**config.mk**
```make
export PLATFORM = sky130hd
export DESIGN_NAME = tirq_reg
export DESIGN_NICKNAME = d
export VERILOG_FILES = /design/src/rtl/tirq_pkg.sv /design/src/rtl/tirq_trap_field.sv /design/src/rtl/tirq_level_field.sv /design/src/rtl/tirq_pack.sv /design/src/rtl/tirq_reg.sv
export SDC_FILE = /design/constraint.sdc
export NUM_CORES = 1
export LEC_CHECK = 0
export CAP_MARGIN = 15
export CORE_AREA = 2 2 39 41
export DETAILED_ROUTE_END_ITERATION = 7
export DIE_AREA = 0 0 41 43
export PLACE_DENSITY = 0.71
export SYNTH_ARGS = -nofsm -noshare
export SYNTH_HDL_FRONTEND = slang
export SYNTH_SLANG_ARGS = --single-unit
export TNS_END_PERCENT = 1
```
**constraint.sdc**
```tcl
create_clock -name clk -period 0.9 [get_ports clk]
set_input_delay 0.135 -clock clk [delete_from_list [all_inputs] [get_ports clk]]
set_output_delay 0.135 -clock clk [all_outputs]
set_load 0.005 [all_outputs]
```
**src/rtl/tirq_pkg.sv**
```systemverilog
package tirq_pkg;

    localparam int LVL_W_DEF  = 5;
    localparam int CODE_W_DEF = 3;

    // Trap codes carried in the upper field
    localparam logic [2:0] TRAP_INT_OVF   = 3'd1;
    localparam logic [2:0] TRAP_DIV_ZERO  = 3'd2;
    localparam logic [2:0] TRAP_SUBSCRIPT = 3'd7;

    typedef enum logic [1:0] {
        TACT_KEEP = 2'd0,
        TACT_LOAD = 2'd1,
        TACT_ZERO = 2'd2
    } trap_act_e;

    typedef enum logic {
        LACT_KEEP = 1'b0,
        LACT_LOAD = 1'b1
    } lvl_act_e;

endpackage

```
**src/rtl/tirq_trap_field.sv**
```systemverilog
module tirq_trap_field
    import tirq_pkg::*;
#(
    parameter int CODE_W = CODE_W_DEF
) (
    input  logic              clk,
    input  logic              rst_n,
    input  logic              set_i,
    input  logic              clr_i,
    input  logic [CODE_W-1:0] code_i,
    output logic [CODE_W-1:0] code_o
);

    trap_act_e         act;
    logic [CODE_W-1:0] code_q;

    // Action choice: a set outranks a clear in the same cycle
    always_comb begin
        if (set_i)      act = TACT_LOAD;
        else if (clr_i) act = TACT_ZERO;
        else            act = TACT_KEEP;
    end

    always_ff @(posedge clk) begin
        if (!rst_n) begin
            code_q <= '0;
        end else begin
            unique case (act)
                TACT_LOAD: code_q <= code_i;
                TACT_ZERO: code_q <= '0;
                TACT_KEEP: code_q <= code_q;
                default:   code_q <= code_q;
            endcase
        end
    end

    always_comb code_o = code_q;

endmodule

```
**src/rtl/tirq_level_field.sv**
```systemverilog
module tirq_level_field
    import tirq_pkg::*;
#(
    parameter int LVL_W = LVL_W_DEF
) (
    input  logic             clk,
    input  logic             rst_n,
    input  logic             upd_i,
    input  logic [LVL_W-1:0] lvl_i,
    output logic [LVL_W-1:0] lvl_o
);

    lvl_act_e         act;
    logic [LVL_W-1:0] lvl_q;

    always_comb act = upd_i ? LACT_LOAD : LACT_KEEP;

    always_ff @(posedge clk) begin
        if (!rst_n) begin
            lvl_q <= '0;
        end else begin
            unique case (act)
                LACT_LOAD: lvl_q <= lvl_i;
                LACT_KEEP: lvl_q <= lvl_q;
                default:   lvl_q <= lvl_q;
            endcase
        end
    end

    always_comb lvl_o = lvl_q;

endmodule

```
**src/rtl/tirq_pack.sv**
```systemverilog
module tirq_pack
    import tirq_pkg::*;
#(
    parameter int LVL_W  = LVL_W_DEF,
    parameter int CODE_W = CODE_W_DEF,
    localparam int WORD_W = LVL_W + CODE_W
) (
    input  logic [LVL_W-1:0]  lvl_i,
    input  logic [CODE_W-1:0] code_i,
    output logic [WORD_W-1:0] word_o,
    output logic [LVL_W-1:0]  lvl_o,
    output logic [CODE_W-1:0] code_o,
    output logic              pending_o
);

    // Level in the low bits, trap code above it
    always_comb begin
        word_o    = {code_i, lvl_i};
        lvl_o     = word_o[LVL_W-1:0];
        code_o    = word_o[WORD_W-1:LVL_W];
        pending_o = |code_o;
    end

endmodule

```
**src/rtl/tirq_reg.sv**
```systemverilog
module tirq_reg
    import tirq_pkg::*;
#(
    parameter int LVL_W  = LVL_W_DEF,
    parameter int CODE_W = CODE_W_DEF,
    localparam int WORD_W = LVL_W + CODE_W
) (
    input  logic              clk,
    input  logic              rst_n,
    input  logic              trap_set,
    input  logic [CODE_W-1:0] trap_code_in,
    input  logic              trap_clr,
    input  logic              lvl_upd,
    input  logic [LVL_W-1:0]  lvl_in,
    output logic [WORD_W-1:0] tir_word,
    output logic [LVL_W-1:0]  req_level,
    output logic [CODE_W-1:0] trap_code,
    output logic              trap_pending
);

    logic [CODE_W-1:0] code_q;
    logic [LVL_W-1:0]  lvl_q;

    tirq_trap_field #(.CODE_W(CODE_W)) u_trap (
        .clk    (clk),
        .rst_n  (rst_n),
        .set_i  (trap_set),
        .clr_i  (trap_clr),
        .code_i (trap_code_in),
        .code_o (code_q)
    );

    tirq_level_field #(.LVL_W(LVL_W)) u_level (
        .clk   (clk),
        .rst_n (rst_n),
        .upd_i (lvl_upd),
        .lvl_i (lvl_in),
        .lvl_o (lvl_q)
    );

    tirq_pack #(.LVL_W(LVL_W), .CODE_W(CODE_W)) u_pack (
        .lvl_i     (lvl_q),
        .code_i    (code_q),
        .word_o    (tir_word),
        .lvl_o     (req_level),
        .code_o    (trap_code),
        .pending_o (trap_pending)
    );

endmodule

```
# Word-level counts from Yosys, hierarchy flattened
# Cells that the tools add are included.
[totals] elab_cells=11 regBits=8 inputBits=13
[classes] n_eq_ne=2 n_reduce_logical=2 mux=5
[ops] operator="$pmux W3 S2" n=1
[ops] operator="$mux W5" n=1
[ops] operator="$mux W2" n=2
[ops] operator="$reduce_or A3 Y1" n=1
[ops] operator="$eq A2 B1 Y1 const B" n=1
[ops] operator="$eq A2 B2 Y1 const B" n=1
[ops] operator="$reduce_bool A2 Y1" n=1
[ops] operator="$mux W1" n=1

# Longest topological paths before layout
# Gate-level depths: netlist of run 1.
[depth] ltp_word=4 ltp_mapped=3 mapped_depth_nobuf=2

# Modules after synthesis
# A second synthesis of run 1 with hierarchy kept.
[unflattened] hier_cells=46 area_unflattened_um2=452.9
[modules_own_cells] mod="tirq_level_field" area_each_um2=192.7 n_inst=1 cells_per_inst=16
[modules_own_cells] mod="tirq_trap_field" area_each_um2=133.9 n_inst=1 cells_per_inst=13
[modules_own_cells] mod="tirq_pack" area_each_um2=126.4 n_inst=1 cells_per_inst=17

# Least setup slack after synthesis of run 1
# Ideal clock, no wire load.
[synth_timing] path_kind="register to output" startpoint="register u_trap.code_q[0] (netlist: u_trap.code_o[0])" endpoint="output port trap_pending" path_stages_with_launch=2 arrival_time_ps=693 path_slack_ps=72 path_buffers=0 cell_sequence="dfxtp_1 -> or3_1"
[synth_via] elab_chain_len=1
[synth_rtl] element="start: declaration" line="tirq_trap_field.sv:15" text="logic [CODE_W-1:0] code_q;"
[synth_rtl] element="start signal: assignment" line="tirq_trap_field.sv:29" text="TACT_LOAD: code_q <= code_i;"
[synth_rtl] element="start signal: assignment" line="tirq_trap_field.sv:31" text="TACT_KEEP: code_q <= code_q;"
[synth_rtl] element="start signal: assignment" line="tirq_trap_field.sv:32" text="default: code_q <= code_q;"
[synth_rtl] element="$reduce_or A3 Y1" line="tirq_pack.sv:21" text="pending_o = |code_o;"
[synth_rtl] element="end: declaration" line="tirq_reg.sv:18" text="output logic trap_pending"
# Every way passes these cells.

# Worst setup path in the final report of run 1
[layout_timing] startpoint="register u_trap.code_q[2] (netlist: u_trap.code_o[2])" endpoint="output port trap_pending"
# The elaborated chain is that of the path after synthesis.

==> results.yml, run 1 <==
run_status:
  outcome: "complete, but fails checks"
  violations: "setup timing"
floorplan:
  rows: 14
  start_util_pct: 27.8
  core_sq_mm: 0.00138
  dieArea_sq_mm: 0.00176
  fp.dieH_um: 43
  dieWidth_um: 41
  ios: 30
routing:
  viasPerCell: 4.34
  drt_iter0_drc: 2
  dr.pass1.iters: 2
  wl_per_cell_um: 11.1
  wl_met1_um: 362
  wl_um: 940
  ant_nets: 0
  dr_total_vias: 369
  routed-wl-met2_um: 450
  highest_layer: "met3"
  drt_drc_violations_left: 0
  routed-wl-met3_um: 128
pwr:
  power_switching_uw: 193
  p_int_uw: 657
  p_leak_uw: 0.000317
  vdd_drop_max_mv: 0.645
  power.share.clock_pct: 31.7
  switching_share_pct: 22.7
  power_frac_seq_pct: 45.8
  comb_power_share_pct: 22.5
  pwr_density_cell_mw_per_mm2: 1310
global_routing:
  grt_pass1_vias: 330
  grt-ovfl-total: 0
  grt_max_degree: 6
  grt_antenna_before_repair: 0
  grt_usage_pct: 12.1
  grt_pass1_wl_um: 1360
synth:
  postSynthAreaPerCell_sq_um: 10.1
  syn_inst: 38
  yosysWarningCount: 0
  syn-cell-area_sq_um: 384
  yosysSeqAreaShare_pct: 41.7
  netlist-cell-type-count: 9
  synth_nets: 51
  synth-seq-cells: 8
cts:
  cts_tree: "done"
  cts_buffer_depth: 2
  ctsHtreeMaxLevel: 1
  clk_latency_ps: 250
  post_cts_buffers: 0
  clock_tree.root_cell: "clkbuf_4"
  cts_num_sinks: 8
  holdBufCountCts: 0
  path_clk_slew_ps: 50
  numCtsBuffers: 3
hold_path:
  worstHoldPathType: "in2reg"
sta:
  fin_ws_ps: -301
  final-setup-viol-count: 7
  timing.final.crit_period_ps: 1200
  max_freq_mhz: 833
  tightest_slew_ps: 140
  finalClockSkew_ps: 0
  post-route-period-util_pct: 133
  slew_headroom_pct: 90.4
  rsz0062_at_grt: "yes"
  hold_viol: 0
  slew_violations: 0
worst_setup_path:
  required_ps: 760
  end_kind: "output port"
  cp_slowest_cell: "or3_1"
  crit_fanout: 2
  arrival_ps: 1070
  slowest_delay_ps: 370
  crit_chain: "or3_1 -> buf_2"
  cp-start-kind: "flop"
  path_class: "reg2out"
place:
  dp_hpwl_um: 746
  io_buffer_count: 29
  placed_cells: 82
  gp_congestion: 0.659
  place_ws_ps: -336
layout:
  post-route-util_pct: 46.8
  drive_above_1_share_pct: 53.6
  final_nets: 84
  fillers: 154
  layout_common_cells: "12 x clkdlybuf4s50_1, 11 x buf_2, 8 x buf_4"
  final_common_cell: "clkdlybuf4s50_1"
  fin_cells: 85
  syn_to_final_growth_pct: 68.7
  diodes: 0
run:
  cap_violations: 0
[kinds of logic after synthesis]
family	Yosys count	share of synthesized area, %
flip-flops	8	41.7
multiplexers	5	13.0
AND/OR/NAND/NOR	13	20.8
buffers and inverters	9	17.6
AO/OA/AOI/OAI	3	6.84
[stage by stage]
step / area, sq um / TNS [ps] / hold WS (ps) / total power, uW
6_report: 648 / -764 / 457 / 850
5_1_grt: 648 / -1040 / 465 / 911
4_1_cts: 662 / -1210 / 445 / 875
3_5_place_dp: 687 / -3330 / 530 / 625
3_3_place_gp: 687 / -3080 / 524 / 620
2_1_floorplan: 384 / 0 / 263 / 477
[critical path: cells and delay by family, from the launching register on]
| kind | cells | cell delay, ps |
|---|---|---|
| flip-flops | 1 | 310 |
| buffers and inverters | 1 | 130 |
| AND/OR/NAND/NOR | 1 | 370 |
[flip-flops by register name, summed over array words and instances, names as in the netlist]
name / count
u_level.lvl_o: 5
u_trap.code_o: 3
[area by class of cell]
| cell class | count | area, sq um | area share [%] |
|---|---|---|---|
| timing repair buffer | 37 | 280 | 43.2 |
| sequential | 8 | 169 | 26.1 |
| multi-input combinational | 21 | 156 | 24.1 |
| clock buffer | 3 | 22.5 | 3.47 |
| tap | 16 | 20.0 | 3.09 |
[synthesized netlist by cell type (all sizes together)]
cell	instances	area share [%]
o21ai	3	6.8
nand3	3	3.9
or3	1	1.6
mux2i	5	13
nor2b	5	8.1
dfxtp	8	42
nand2b	4	7.2
buf	9	18
[layer usage]
metal / up-vias / track usage (%)
met3: 0 / 6.81
li1: 180 / -
met5: - / 0
met2: 25 / 18.8
met1: 164 / 11.4
met4: 0 / 8.00
[path summary, 6_finish.rpt]
path,cells past startpoint,endpoint,slack (ps),from
max reg2reg,3,u_trap.code_o[2],200,u_trap.code_o[2]
max,2,trap_pending,-300,u_trap.code_o[2]
min,3,u_trap.code_o[0],460,trap_code_in[0]
min reg2reg,2,u_level.lvl_o[4],510,u_level.lvl_o[4]
[power by group through the flow]
stage          Combinational (uW)  Clock [uW]  Sequential (uW)
2_1_floorplan                78.8           0              398
3_3_place_gp                  228           0              393
3_5_place_dp                  230           0              395
4_1_cts                       198         288              390
5_1_grt                       210         310              391
6_report                      191         269              390
[what timing repair did]
action                                  in CTS  in global routing
endpoints found under the setup margin      17                  7
hold endpoints to repair                     0                  0
gates resized for setup                     63                  4
pin swaps                                    1                  0
Power figures use the tool's default switching activity.
==> run 2: changes to the inputs <==
CORE_AREA = not set   (was 2 2 39 41)
CORE_MARGIN = 2   (was not set)
CORE_UTILIZATION = 25   (was not set)
DIE_AREA = not set   (was 0 0 41 43)
PLACE_DENSITY = 0.66   (was 0.71)
SLEW_MARGIN = 20   (was not set)
clock period = 1.1 ns   (was 0.9 ns; I/O delays follow)
==> results.yml, run 2 (synthesized netlist as in run 1, its figures left out) <==
worst_setup_path:
  r2r-end: "u_trap.code_o[0]"
  r2r_slack_ps: 420
  slowest_delay_ps: 360
  arrival_ps: 1030
  cp_slowest_cell: "or3_1"
  worstSetupEndpoint: "trap_pending"
  end_kind: "output port"
  path_depth: 2
  cp-start-kind: "flop"
  required_ps: 940
  path_class: "reg2out"
  crit_fanout: 2
  r2r_start: "u_trap.code_o[0]"
  crit_family: "simple AND/OR/NAND/NOR gates"
  critical_path_buf_inv_count: 1
  crit_start: "u_trap.code_o[0]"
  r2r_cells: 3
  crit_chain: "or3_1 -> buf_2"
sta:
  post-route-period-util_pct: 109
  slew_headroom_pct: 86.9
  timing.final.crit_period_ps: 1200
  final-setup-viol-count: 1
  slew_violations: 0
  finalClockSkew_ps: 0
  fin_ws_ps: -96.5
  hold_viol: 0
  tightest_slew_ps: 196
  max_freq_mhz: 836
  rsz0062_at_grt: "yes"
  fin_setup_tns_ps: -96.5
layout:
  drive_above_1_share_pct: 29.4
  layout_common_cells: "12 x clkdlybuf4s50_1, 10 x dlygate4sd2_1, 7 x buf_4"
  fillers: 153
  post-route-util_pct: 46.9
  final_common_cell: "clkdlybuf4s50_1"
  syn_to_final_growth_pct: 79.8
  final_nets: 83
  diodes: 0
  largest_register_ff_count: 5
cts:
  ctsHtreeMaxLevel: 1
  holdBufCountCts: 0
  clk_latency_ps: 250
  numCtsBuffers: 3
  cts_num_sinks: 8
  post_cts_buffers: 0
  path_clk_slew_ps: 50
  clock_tree.root_cell: "clkbuf_4"
  cts_tree: "done"
  cts_buffer_depth: 2
floorplan:
  fp.dieH_um: 43.2
  rows: 14
  start_util_pct: 26.1
  ios: 30
  dieWidth_um: 43.2
  core_sq_mm: 0.00147
  dieArea_sq_mm: 0.00187
global_routing:
  grt_pass1_vias: 300
  grt-ovfl-total: 0
  grt_usage_pct: 9.90
  grt_pass1_wl_um: 1300
  grt_antenna_before_repair: 0
  grt_max_degree: 6
hold_path:
  worstHoldPathType: "in2reg"
run:
  cap_violations: 0
pwr:
  power_uw: 695
  p_leak_uw: 0.000330
  vdd_drop_max_mv: 0.540
  pwr_density_cell_mw_per_mm2: 1010
routing:
  drt_iter0_drc: 2
  viasPerCell: 4.31
  drt_drc_violations_left: 0
  ant_nets: 0
  dr.pass1.iters: 2
  dr_total_vias: 362
  wl_um: 845
  wl_per_cell_um: 10.1
run_status:
  outcome: "complete, but fails checks"
  violations: "setup timing"
place:
  io_buffer_count: 29
  gp_congestion: 0.694
[run 2: cell types whose count changed in the layout (fill, tap and decap cells not counted), sizes merged]
cell / previous run / this run
clkdlybuf4s15: 1 / 6
clkbuf: 6 / 3
buf: 20 / 8
dlygate4sd2: 1 / 10
[run 2: stage by stage]
step | instance area (sq um) | setup WS (ps) | std cells | hold slack (ps)
after floorplan | 384 | 242 | 38 | 293
after global routing | 691 | -139 | 84 | 486
after detailed placement | 679 | -169 | 81 | 534
after global placement | 679 | -151 | 81 | 519
final | 691 | -96.5 | 84 | 490
after CTS | 691 | -111 | 84 | 486
[run 2: area by class of cell]
class	count	area [sq um]	area share, %
multi-input cells	21	156	22.6
repair buffers	36	325	47.1
clock buffers	3	22.5	3.26
flip-flops and latches	8	166	24.1
well taps	16	20.0	2.90
[run 2: metal layers]
layer,part of all wire (%),routed length [um],vias to the layer above,global-route usage [%]
li1,-,-,179,-
met3,13,112,2,7.23
met1,41,347,157,10.9
met5,0,0,-,0
met2,45,380,24,14.6
met4,0.71,6,0,3.64
[run 2: worst min-delay path by stage]
stage / startpoint / end / cells past startpoint
floorplan: rst_n / u_level.lvl_o[0] / 1
global placement: u_level.lvl_o[2] / u_level.lvl_o[2] / 2
detailed placement: u_level.lvl_o[4] / u_level.lvl_o[4] / 2
CTS: trap_code_in[2] / u_trap.code_o[2] / 3
global route: trap_code_in[2] / u_trap.code_o[2] / 3
finish: trap_code_in[2] / u_trap.code_o[2] / 3
[run 2: timing repair]
item,4_1_cts,5_1_grt
pin swaps,0,0
setup endpoints to repair,17,1
cloned,0,0
gates resized for setup,31,0
[run 2: worst register-to-register path, delay by kind of cell (launching register included)]
family / cells / cell delay, ps
buffers and inverters: 1 / 120
flip-flops: 1 / 320
AND/OR/NAND/NOR: 1 / 60
AO/OA/AOI/OAI: 1 / 110
[run 2: power by group]
part / switching, uW / internal, uW / leakage [uW]
Clock: 93.2 / 124 / 0.0000138
Combinational: 50.8 / 109 / 0.000248
Sequential: 8.66 / 309 / 0.0000678
Total: 153 / 542 / 0.000330
